## config.mk

```make
export PLATFORM = sky130hd
export DESIGN_NAME = sprite_line_sched
export DESIGN_NICKNAME = d
export VERILOG_FILES = /design/src/rtl/sle_pkg.sv /design/src/rtl/sle_budget.sv /design/src/rtl/sle_scan.sv /design/src/rtl/sle_select.sv /design/src/rtl/sle_fetch.sv /design/src/rtl/sprite_line_sched.sv
export SDC_FILE = /design/constraint.sdc
export NUM_CORES = 1
export LEC_CHECK = 0
export BUFFER_PORTS_ARGS = -buffer_cell sky130_fd_sc_hd__buf_2
export CAP_MARGIN = 20
export CORE_MARGIN = 8
export CORE_UTILIZATION = 58
export DETAILED_ROUTE_END_ITERATION = 10
export HOLD_SLACK_MARGIN = 0.05
export MAX_ROUTING_LAYER = met4
export PLACE_DENSITY = 0.85
export SLEW_MARGIN = 0
export SYNTH_ARGS = -nofsm -noshare
export SYNTH_HDL_FRONTEND = slang
export SYNTH_SLANG_ARGS = --single-unit
export TNS_END_PERCENT = 10
```

## constraint.sdc

```tcl
create_clock -name clk -period 8.7 [get_ports clk]
set_input_delay 0.435 -clock clk [delete_from_list [all_inputs] [get_ports clk]]
set_output_delay 0.435 -clock clk [all_outputs]
set_load 0.01 [all_outputs]
```

## src/rtl/sle_pkg.sv

```systemverilog
package sle_pkg;

  typedef enum logic [1:0] {
    RATE_SLOW = 2'd0,
    RATE_MID  = 2'd1,
    RATE_FAST = 2'd2
  } dot_rate_e;

  // Character periods per whole line for each dot rate.
  function automatic int line_chars(input logic [1:0] rate);
    case (rate)
      RATE_SLOW: line_chars = 42;
      RATE_MID:  line_chars = 56;
      default:   line_chars = 85;
    endcase
  endfunction

  // Sprite height in lines for a 2-bit height code.
  function automatic int sprite_height(input logic [1:0] code);
    case (code)
      2'd0:    sprite_height = 16;
      2'd1:    sprite_height = 32;
      default: sprite_height = 64;
    endcase
  endfunction

endpackage

```

## src/rtl/sle_budget.sv

```systemverilog
module sle_budget
  import sle_pkg::*;
#(
  parameter int N_ATTR  = 64,
  parameter int MAX_SPR = 16,
  parameter int HDW_W   = 7,
  parameter int LIM_W   = 7,
  parameter int CNT_W   = 5
) (
  input  logic             clk,
  input  logic             rst,
  input  logic             load,
  input  logic [HDW_W-1:0] hdw,
  input  logic [1:0]       rate,
  input  logic             two_clk,
  output logic [LIM_W-1:0] scan_lim,
  output logic [CNT_W-1:0] fetch_cap
);
  localparam int SW = HDW_W + 2;

  logic [SW-1:0]    span;
  logic [LIM_W-1:0] lim_n;
  logic [CNT_W-1:0] cap_n;
  int               slots;

  always_comb begin
    // scan window: two entries per displayed character plus one
    span  = {1'b0, hdw, 1'b0} + SW'(3);
    lim_n = (span > SW'(N_ATTR)) ? LIM_W'(N_ATTR) : LIM_W'(span);
    // fetch slots: blank characters left after display and overhead
    slots = line_chars(rate) - 3 - int'(hdw);
    if (slots < 0) slots = 0;
    if (!two_clk) slots = slots * 2;
    if (slots > MAX_SPR) slots = MAX_SPR;
    cap_n = CNT_W'(slots);
  end

  always_ff @(posedge clk) begin
    if (rst) begin
      scan_lim  <= '0;
      fetch_cap <= '0;
    end else if (load) begin
      scan_lim  <= lim_n;
      fetch_cap <= cap_n;
    end
  end
endmodule

```

## src/rtl/sle_scan.sv

```systemverilog
module sle_scan #(
  parameter int IDX_W = 6,
  parameter int LIM_W = 7
) (
  input  logic             clk,
  input  logic             rst,
  input  logic             start,
  input  logic [LIM_W-1:0] lim,
  output logic             rd_en,
  output logic [IDX_W-1:0] rd_addr,
  output logic             data_v,
  output logic [IDX_W-1:0] data_idx
);
  logic             active;
  logic [IDX_W-1:0] idx;

  always_ff @(posedge clk) begin
    if (rst) begin
      active   <= 1'b0;
      idx      <= '0;
      data_v   <= 1'b0;
      data_idx <= '0;
    end else begin
      data_v   <= active && !start;
      data_idx <= idx;
      if (start) begin
        active <= 1'b1;
        idx    <= '0;
      end else if (active) begin
        if (LIM_W'(idx) == lim - LIM_W'(1)) active <= 1'b0;
        else idx <= idx + IDX_W'(1);
      end
    end
  end

  assign rd_en   = active;
  assign rd_addr = idx;
endmodule

```

## src/rtl/sle_select.sv

```systemverilog
module sle_select
  import sle_pkg::*;
#(
  parameter int MAX_SPR = 16,
  parameter int IDX_W   = 6,
  parameter int CNT_W   = 5,
  parameter int SLOT_W  = 4,
  parameter int Y_W     = 10,
  parameter int PAT_W   = 10,
  parameter int ROW_W   = 6,
  parameter int ATTR_W  = 22
) (
  input  logic                     clk,
  input  logic                     rst,
  input  logic                     swap,
  input  logic [Y_W-1:0]           next_line,
  input  logic                     data_v,
  input  logic [IDX_W-1:0]         data_idx,
  input  logic [ATTR_W-1:0]        attr_data,
  input  logic [CNT_W-1:0]         cap,
  input  logic [SLOT_W-1:0]        rd_ptr,
  output logic [CNT_W-1:0]         pend_cnt,
  output logic [IDX_W-1:0]         pend_idx,
  output logic [PAT_W-1:0]         pend_pat,
  output logic [ROW_W-1:0]         pend_row,
  output logic [CNT_W-1:0]         shown_cnt,
  output logic                     shown_ovf,
  output logic [MAX_SPR*IDX_W-1:0] shown_ids
);
  logic [Y_W-1:0]   target;
  logic             dbank;
  logic             ovf;
  logic [Y_W-1:0]   a_y, dy;
  logic [PAT_W-1:0] a_pat;
  logic [1:0]       a_code;
  logic             hit;

  logic [IDX_W-1:0] s_idx [2][MAX_SPR];
  logic [PAT_W-1:0] s_pat [2][MAX_SPR];
  logic [ROW_W-1:0] s_row [2][MAX_SPR];

  always_comb begin
    a_y    = attr_data[Y_W-1:0];
    a_pat  = attr_data[Y_W +: PAT_W];
    a_code = attr_data[Y_W+PAT_W +: 2];
    dy     = target - a_y;
    hit    = data_v && (dy < Y_W'(sprite_height(a_code)));
  end

  always_ff @(posedge clk) begin
    if (rst) begin
      target    <= '0;
      dbank     <= 1'b0;
      pend_cnt  <= '0;
      ovf       <= 1'b0;
      shown_cnt <= '0;
      shown_ovf <= 1'b0;
    end else if (swap) begin
      target    <= next_line;
      dbank     <= ~dbank;
      shown_cnt <= pend_cnt;
      shown_ovf <= ovf;
      pend_cnt  <= '0;
      ovf       <= 1'b0;
    end else if (hit) begin
      if (pend_cnt < cap) pend_cnt <= pend_cnt + CNT_W'(1);
      else ovf <= 1'b1;
    end
  end

  // list storage: no reset, written one slot per accepted candidate
  always_ff @(posedge clk) begin
    if (!rst && !swap && hit && (pend_cnt < cap)) begin
      s_idx[~dbank][pend_cnt[SLOT_W-1:0]] <= data_idx;
      s_pat[~dbank][pend_cnt[SLOT_W-1:0]] <= a_pat;
      s_row[~dbank][pend_cnt[SLOT_W-1:0]] <= dy[ROW_W-1:0];
    end
  end

  assign pend_idx = s_idx[~dbank][rd_ptr];
  assign pend_pat = s_pat[~dbank][rd_ptr];
  assign pend_row = s_row[~dbank][rd_ptr];

  for (genvar k = 0; k < MAX_SPR; k++) begin : g_slot
    assign shown_ids[k*IDX_W +: IDX_W] =
      (CNT_W'(k) < shown_cnt) ? s_idx[dbank][k] : '0;
  end
endmodule

```

## src/rtl/sle_fetch.sv

```systemverilog
module sle_fetch #(
  parameter int CNT_W  = 5,
  parameter int SLOT_W = 4
) (
  input  logic              clk,
  input  logic              rst,
  input  logic              go,
  input  logic              abort,
  input  logic [CNT_W-1:0]  count,
  input  logic              ready,
  output logic              valid,
  output logic [SLOT_W-1:0] ptr
);
  always_ff @(posedge clk) begin
    if (rst) begin
      valid <= 1'b0;
      ptr   <= '0;
    end else if (abort) begin
      valid <= 1'b0;
    end else if (go) begin
      ptr   <= '0;
      valid <= (count != '0);
    end else if (valid && ready) begin
      if (CNT_W'(ptr) == count - CNT_W'(1)) valid <= 1'b0;
      else ptr <= ptr + SLOT_W'(1);
    end
  end
endmodule

```

## src/rtl/sprite_line_sched.sv

```systemverilog
module sprite_line_sched
  import sle_pkg::*;
#(
  parameter int N_ATTR  = 64,
  parameter int MAX_SPR = 16,
  parameter int Y_W     = 10,
  parameter int PAT_W   = 10,
  parameter int ROW_W   = 6,
  parameter int HDW_W   = 7
) (
  input  logic                                   clk,
  input  logic                                   rst,
  input  logic                                   line_start,
  input  logic                                   blank_start,
  input  logic [Y_W-1:0]                         next_line,
  input  logic [HDW_W-1:0]                       hdw,
  input  logic [1:0]                             dot_rate,
  input  logic                                   two_clk,
  output logic                                   attr_rd_en,
  output logic [$clog2(N_ATTR)-1:0]              attr_addr,
  input  logic [Y_W+PAT_W+1:0]                   attr_data,
  output logic                                   fetch_valid,
  input  logic                                   fetch_ready,
  output logic [PAT_W+ROW_W-1:0]                 fetch_addr,
  output logic [$clog2(N_ATTR)-1:0]              fetch_sprite,
  output logic [$clog2(MAX_SPR+1)-1:0]           shown_count,
  output logic                                   shown_ovf,
  output logic [MAX_SPR*$clog2(N_ATTR)-1:0]      shown_ids
);
  localparam int IDX_W  = $clog2(N_ATTR);
  localparam int CNT_W  = $clog2(MAX_SPR + 1);
  localparam int SLOT_W = $clog2(MAX_SPR);
  localparam int LIM_W  = $clog2(N_ATTR + 1);
  localparam int ATTR_W = Y_W + PAT_W + 2;

  logic [LIM_W-1:0]  scan_lim;
  logic [CNT_W-1:0]  fetch_cap;
  logic              data_v;
  logic [IDX_W-1:0]  data_idx;
  logic [CNT_W-1:0]  pend_cnt;
  logic [SLOT_W-1:0] rd_ptr;
  logic [PAT_W-1:0]  pend_pat;
  logic [ROW_W-1:0]  pend_row;

  sle_budget #(
    .N_ATTR(N_ATTR), .MAX_SPR(MAX_SPR), .HDW_W(HDW_W),
    .LIM_W(LIM_W), .CNT_W(CNT_W)
  ) u_budget (
    .clk(clk), .rst(rst), .load(line_start), .hdw(hdw),
    .rate(dot_rate), .two_clk(two_clk),
    .scan_lim(scan_lim), .fetch_cap(fetch_cap)
  );

  sle_scan #(.IDX_W(IDX_W), .LIM_W(LIM_W)) u_scan (
    .clk(clk), .rst(rst), .start(line_start), .lim(scan_lim),
    .rd_en(attr_rd_en), .rd_addr(attr_addr),
    .data_v(data_v), .data_idx(data_idx)
  );

  sle_select #(
    .MAX_SPR(MAX_SPR), .IDX_W(IDX_W), .CNT_W(CNT_W), .SLOT_W(SLOT_W),
    .Y_W(Y_W), .PAT_W(PAT_W), .ROW_W(ROW_W), .ATTR_W(ATTR_W)
  ) u_select (
    .clk(clk), .rst(rst), .swap(line_start), .next_line(next_line),
    .data_v(data_v), .data_idx(data_idx), .attr_data(attr_data),
    .cap(fetch_cap), .rd_ptr(rd_ptr), .pend_cnt(pend_cnt),
    .pend_idx(fetch_sprite), .pend_pat(pend_pat), .pend_row(pend_row),
    .shown_cnt(shown_count), .shown_ovf(shown_ovf), .shown_ids(shown_ids)
  );

  sle_fetch #(.CNT_W(CNT_W), .SLOT_W(SLOT_W)) u_fetch (
    .clk(clk), .rst(rst), .go(blank_start), .abort(line_start),
    .count(pend_cnt), .ready(fetch_ready),
    .valid(fetch_valid), .ptr(rd_ptr)
  );

  assign fetch_addr = {pend_pat, pend_row};
endmodule

```

# Yosys cells after proc, flatten, opt, wreduce, memory -nomap -nowiden
# Memories as Yosys holds them, arrays and structs flattened. A register that Yosys moved wholly into a read port is not among the register bits.
# Index checks and enable logic that the tools add are counted.
# classes
addsub	9
order_cmp	24
n_eq_ne	5
muxes	49
n_bitwise	6
reduce_logical	20
# op_table
op	n
160-bit two-way mux	1
6-bit two-way mux	21
96-bit two-way mux	1
32-bit two-way mux	2
6-bit binary-select mux with 4-bit select	2
10-bit binary-select mux with 4-bit select	1
10-bit demux with 4-bit select	1
4-bit by 5-bit less-than comparator with 1-bit output, first input constant	8
32-bit by 6-bit > comparator with 1-bit output, second input constant	1
32-bit by 1-bit less-than comparator with 1-bit output, second input constant	1
32-bit by 8-bit subtractor with 32-bit output	1
10-bit two-way mux	3
7-bit case mux with 2 select lines	2
6-bit demux with 4-bit select	1
3-bit by 5-bit less-than comparator with 1-bit output, first input constant	4
4-bit two-way mux	3
5-bit greater-or-equal comparator, second input constant	2
1-bit by 5-bit less-than comparator with 1-bit output, first input constant	2
10-bit by 7-bit less-than comparator with 1-bit output	1
2-bit by 5-bit less-than comparator with 1-bit output, first input constant	2
4-bit NOT with 5-bit output	2
10-bit subtractor	1
8-bit by 2-bit adder with 9-bit output, second input constant	1
9-bit by 7-bit > comparator with 1-bit output, second input constant	1
other kinds (24)	48
# totals
register_bits	54
ramBits	704
inputBits	47
word_cells	130
memories	3
# mem_list
memory	words	word_bits	read_ports	rd_ports_with_merged_regs	write_ports	line_no	rtl
u_select.s_pat	2	160	1	0	1	sle_select.sv:39	logic [PAT_W-1:0] s_pat [2][MAX_SPR];
u_select.s_idx	2	96	2	1	1	sle_select.sv:38	logic [IDX_W-1:0] s_idx [2][MAX_SPR];
u_select.s_row	2	96	1	0	1	sle_select.sv:40	logic [ROW_W-1:0] s_row [2][MAX_SPR];

# Depth between registers and ports, before layout
# logic_depth
depth_word	9
mapped_depth	16

# Modules after synthesis
# From an unflattened synthesis, not the netlist that was laid out.
# hier_totals
cells_unflattened	1735
hier_area_um2	32488.7
# by_module_without_submodules
module	instances	cells_per_inst	area_each_um2
sle_select	1	1478	30347.9
sle_budget	1	134	1053.5
sle_scan	1	80	710.7
sle_fetch	1	43	376.6

# Worst setup path before layout
# OpenSTA, ideal clock, no wires.
# synth_path
path_kind	in2reg
from	input port attr_data[3]
to	memory u_select.s_idx[0][12] (netlist name) (enable)
setup_ns	0.457
t_arrival_ns	6.117
slack_ns	2.126
path_stages	14
cell_sequence	inv_1 -> ha_1 -> a21o_1 -> a21oi_1 -> nand2_1 -> xor2_1 -> ha_1 -> o21ai_0 -> and3b_1 -> nor2_1 -> or4_1 -> buf_2 -> buf_6 -> nor4_1
# synth_between
elab_chain_len	7
# synth_rtl
element	line_no	rtl
start: declaration	sprite_line_sched.sv:21	input logic [Y_W+PAT_W+1:0] attr_data,
10-bit subtractor	sle_select.sv:46	dy = target - a_y;
named net u_select.dy[5]	sle_select.sv:33	logic [Y_W-1:0] a_y, dy;
10-bit by 7-bit less-than comparator with 1-bit output	sle_select.sv:47	hit = data_v && (dy < Y_W'(sprite_height(a_code)));
1-bit logical AND	sle_select.sv:47	
1-bit logical AND (2 in a row)	sle_select.sv:73	if (!rst && !swap && hit && (pend_cnt < cap)) begin
1-bit two-way mux	sle_select.sv:73	
96-bit two-way mux (implied by the code)	sle_select.sv:74	s_idx[~dbank][pend_cnt[SLOT_W-1:0]] <= data_idx;
end: declaration	sle_select.sv:38	
# The timed path passes the listed nets, and every way through them passes these cells.

# Final worst setup path
# layout_path
from	register u_select.target[3]
to	memory u_select.s_pat[1][91] (netlist name) (enable)
# layout_between
elab_chain_len	7
# layout_rtl
element	line_no	rtl
start: declaration	sle_select.sv:30	logic [Y_W-1:0] target;
start signal: assignment	sle_select.sv:59	target <= next_line;
10-bit subtractor	sle_select.sv:46	
named net u_select.dy[5]	sle_select.sv:33	
10-bit by 7-bit less-than comparator with 1-bit output	sle_select.sv:47	
1-bit logical AND	sle_select.sv:47	
1-bit logical AND (2 in a row)	sle_select.sv:73	
1-bit two-way mux	sle_select.sv:73	
160-bit two-way mux (implied by the code)	sle_select.sv:75	s_pat[~dbank][pend_cnt[SLOT_W-1:0]] <= a_pat;
end: declaration	sle_select.sv:39	
# The timed path passes the listed nets, and every way through them passes these cells.

==> flow_summary.json <==
{
  "drv_slew": 0,
  "design.core.area_um2": 54900,
  "root_buffer": "clkbuf_16",
  "synth_cells": 1709,
  "numClockSinks": 759,
  "finalPower_mw": 7.69,
  "timing.setup.tns_ns": 0,
  "antenna_found_initial": 7,
  "vias": 18700,
  "critPathKind": "flip-flop to flip-flop",
  "synthArstFlopShare": 0,
  "cts_tree": "built",
  "grt_max_degree": 162,
  "overflow": 0,
  "syn_area_per_cell_um2": 18.7,
  "htreeDepth": 3,
  "routabilityCongestion": 0.928,
  "hold_end": "u_select.target[5]",
  "cts_setup_buffers": 0,
  "synthTopCellsByArea": "edfxtp_1, mux4_2, mux2i_1",
  "arrival_ns": 5.69,
  "layout_commonest_cell": "edfxtp_1",
  "yosysSeqAreaShare": 0.695,
  "hpwl_um": 53000,
  "min-delay-start": "next_line[5]",
  "io_buffers": 178,
  "fp.dieW_um": 251,
  "rsz0062_at_grt": "false",
  "num-nets-final": 2008,
  "cap_violations": 0,
  "holdWs_ns": 0.0746,
  "area_growth_pct": 14.4,
  "cp_data_required_time_ns": 8.98,
  "synth-edff-count": 704,
  "postLayoutSetupSlackWorst_ns": 3.28,
  "synth_top_cell_area_share": 0.661,
  "dp_cells": 2550,
  "io_pins": 179,
  "reg2reg_from": "u_select.target[3]",
  "ys_ff_latch": 759,
  "status": "complete, no violations",
  "synth_cell_types": 63,
  "routedWlPerCell_um": 32.9,
  "drc": 0,
  "crit_path_start_kind": "flip-flop",
  "leakagePower_nw": 12.2,
  "cts_buffer_depth": 3,
  "cts_buffers": 73,
  "fmax_ghz": 0.185,
  "drive_gt1_frac": 0.323,
  "die_h_um": 251,
  "die_area_um2": 63000,
  "drtIter0Drc": 2781,
  "grt_pass1_wl_um": 128000,
  "fin_crit_ns": 5.42,
  "relSlewSlack": 0.211,
  "end_kind": "flip-flop",
  "first_global_vias": 18800,
  "hp-class": "input port to flip-flop",
  "period_share": 0.623,
  "ant_nets": 0,
  "start_util": 0.583,
  "path_max_fanout": 33,
  "final_cells": 2696,
  "hold_viol_final": 0,
  "grt_util_all_layers": 0.284,
  "ff2ff_path_depth": 15,
  "final.setup_skew_ns": 0.0274,
  "hold_buffers": 0,
  "setup_viol": 0,
  "netlist_area_um2": 32000,
  "yosysWarnings": 0,
  "clk_pin_slew_ns": 0.06,
  "cts_resized": 0,
  "place_ws_ns": 3.03,
  "rows": 86,
  "ys.flop_type": "edfxtp_1",
  "syn_nets": 1790,
  "first_pass_iters": 6,
  "cellPowerDensity_nw_per_um2": 210,
  "wl_um": 88800,
  "reg2reg_slack_ns": 3.28,
  "synth_top_cell_by_area": "edfxtp_1",
  "clock_latency_ns": 0.61,
  "r2r-end": "u_select.s_pat[1][91]",
  "peakVddDrop_uv": 156,
  "vias_per_cell": 6.94,
  "whs_path_depth": 3,
  "tightest_slew_ns": 1.18,
  "most-common-layout-cells": "edfxtp_1, mux4_2, buf_2"
}
## metrics by stage
step           cell area [µm²]  utilization
2_1_floorplan            32000            -
4_1_cts                  36500        0.664
6_report                 36600        0.667
5_1_grt                  36600        0.667
3_5_place_dp             34100        0.621
3_3_place_gp             34100        0.621
## per-layer routing
metal,vias up,part of all wire,GRT usage
met4,0,0.038,0.0991
met1,9478,0.37,0.383
met3,225,0.13,0.0689
met2,1632,0.46,0.427
met5,-,0,-
li1,7383,-,-
## cell families (layout without fill, tap and decap cells)
family	count (synthesis)	in the layout	synth area share
and+or+nand+nor	297	297	0.0458
muxes	362	362	0.200
other	1	8	0.000117
buffers and inverters	128	404	0.0162
DFF	759	759	0.695
adders and majority gates	34	34	0.0140
AOI/OAI and AO/OA	100	100	0.0210
xor gates and xnor gates	28	28	0.00766
## power breakdown
group | switching (mW) | internal, mW
Clock | 1.37 | 1.78
Sequential | 0.0258 | 4.02
Combinational | 0.300 | 0.196
Total | 1.70 | 5.99
## sequential cells by signal, indices dropped and copies added (netlist names), 4 cells and up, named ones only
name and flops:
u_select.pend_cnt 5, u_select.s_row 192, u_scan.data_idx 6, u_select.s_pat 320, u_budget.scan_lim 7, u_budget.fetch_cap 5
u_select.s_idx 192, u_fetch.ptr 4, u_select.target 10, u_scan.rd_addr 6, u_select.shown_cnt 5
## final cells by class
class,count,area [µm²]
sequential,759,22300
fill,3334,18300
multi-input combinational,822,9530
clock buffer,92,1980
timing repair buffer,236,1440
tap,704,881
clock inverter,41,375
inverter,35,131
antenna,7,17.5
## worst max path at each step
stage	from	end	slack (ns)	cells after the start
4_1_cts	u_select.target[3]	u_select.s_pat[1][91]	3.27	15
2_1_floorplan	attr_data[3]	u_select.s_idx[0][12]	2.13	14
5_1_grt	u_select.target[3]	u_select.s_row[1][56]	2.99	15
3_3_place_gp	attr_data[3]	u_select.s_pat[1][94]	3.13	17
6_report	u_select.target[3]	u_select.s_pat[1][91]	3.28	15
3_5_place_dp	attr_data[3]	u_select.s_pat[1][94]	3.03	17
## worst max-delay path, cell delays in order, from the launching register on
cell and delay (ns):
dfxtp_1 0.32, ha_1 0.39, a21o_1 0.22, a21oi_1 0.28, nand2_1 0.16, xor2_2 0.16, buf_4 0.25, ha_1 0.26
or3_4 0.34, nor4b_2 0.21, mux2_4 0.21, nor2_1 0.04, or4_2 0.68, buf_4 0.35, nor4_2 0.83, buf_4 0.38
## synth_stat cells, drive strengths merged (5+ instances only)
| cell type | count |
|---|---|
| a21o | 6 |
| or3 | 6 |
| nor3 | 12 |
| inv | 34 |
| xor2 | 14 |
| mux2i | 118 |
| a21oi | 28 |
| edfxtp | 704 |
| mux4 | 220 |
| o21a | 6 |
| xnor2 | 14 |
| nor2b | 17 |
| nor2 | 137 |
| nand3 | 10 |
| ha | 31 |
| a211oi | 5 |
| nor4 | 40 |
| clkbuf | 49 |
| o21ai | 16 |
| dfxtp | 55 |
| nand2 | 37 |
| nand2b | 13 |
| mux2 | 24 |
| and2 | 5 |
| buf | 44 |
No activity file was read; power rests on OpenSTA's default activity.
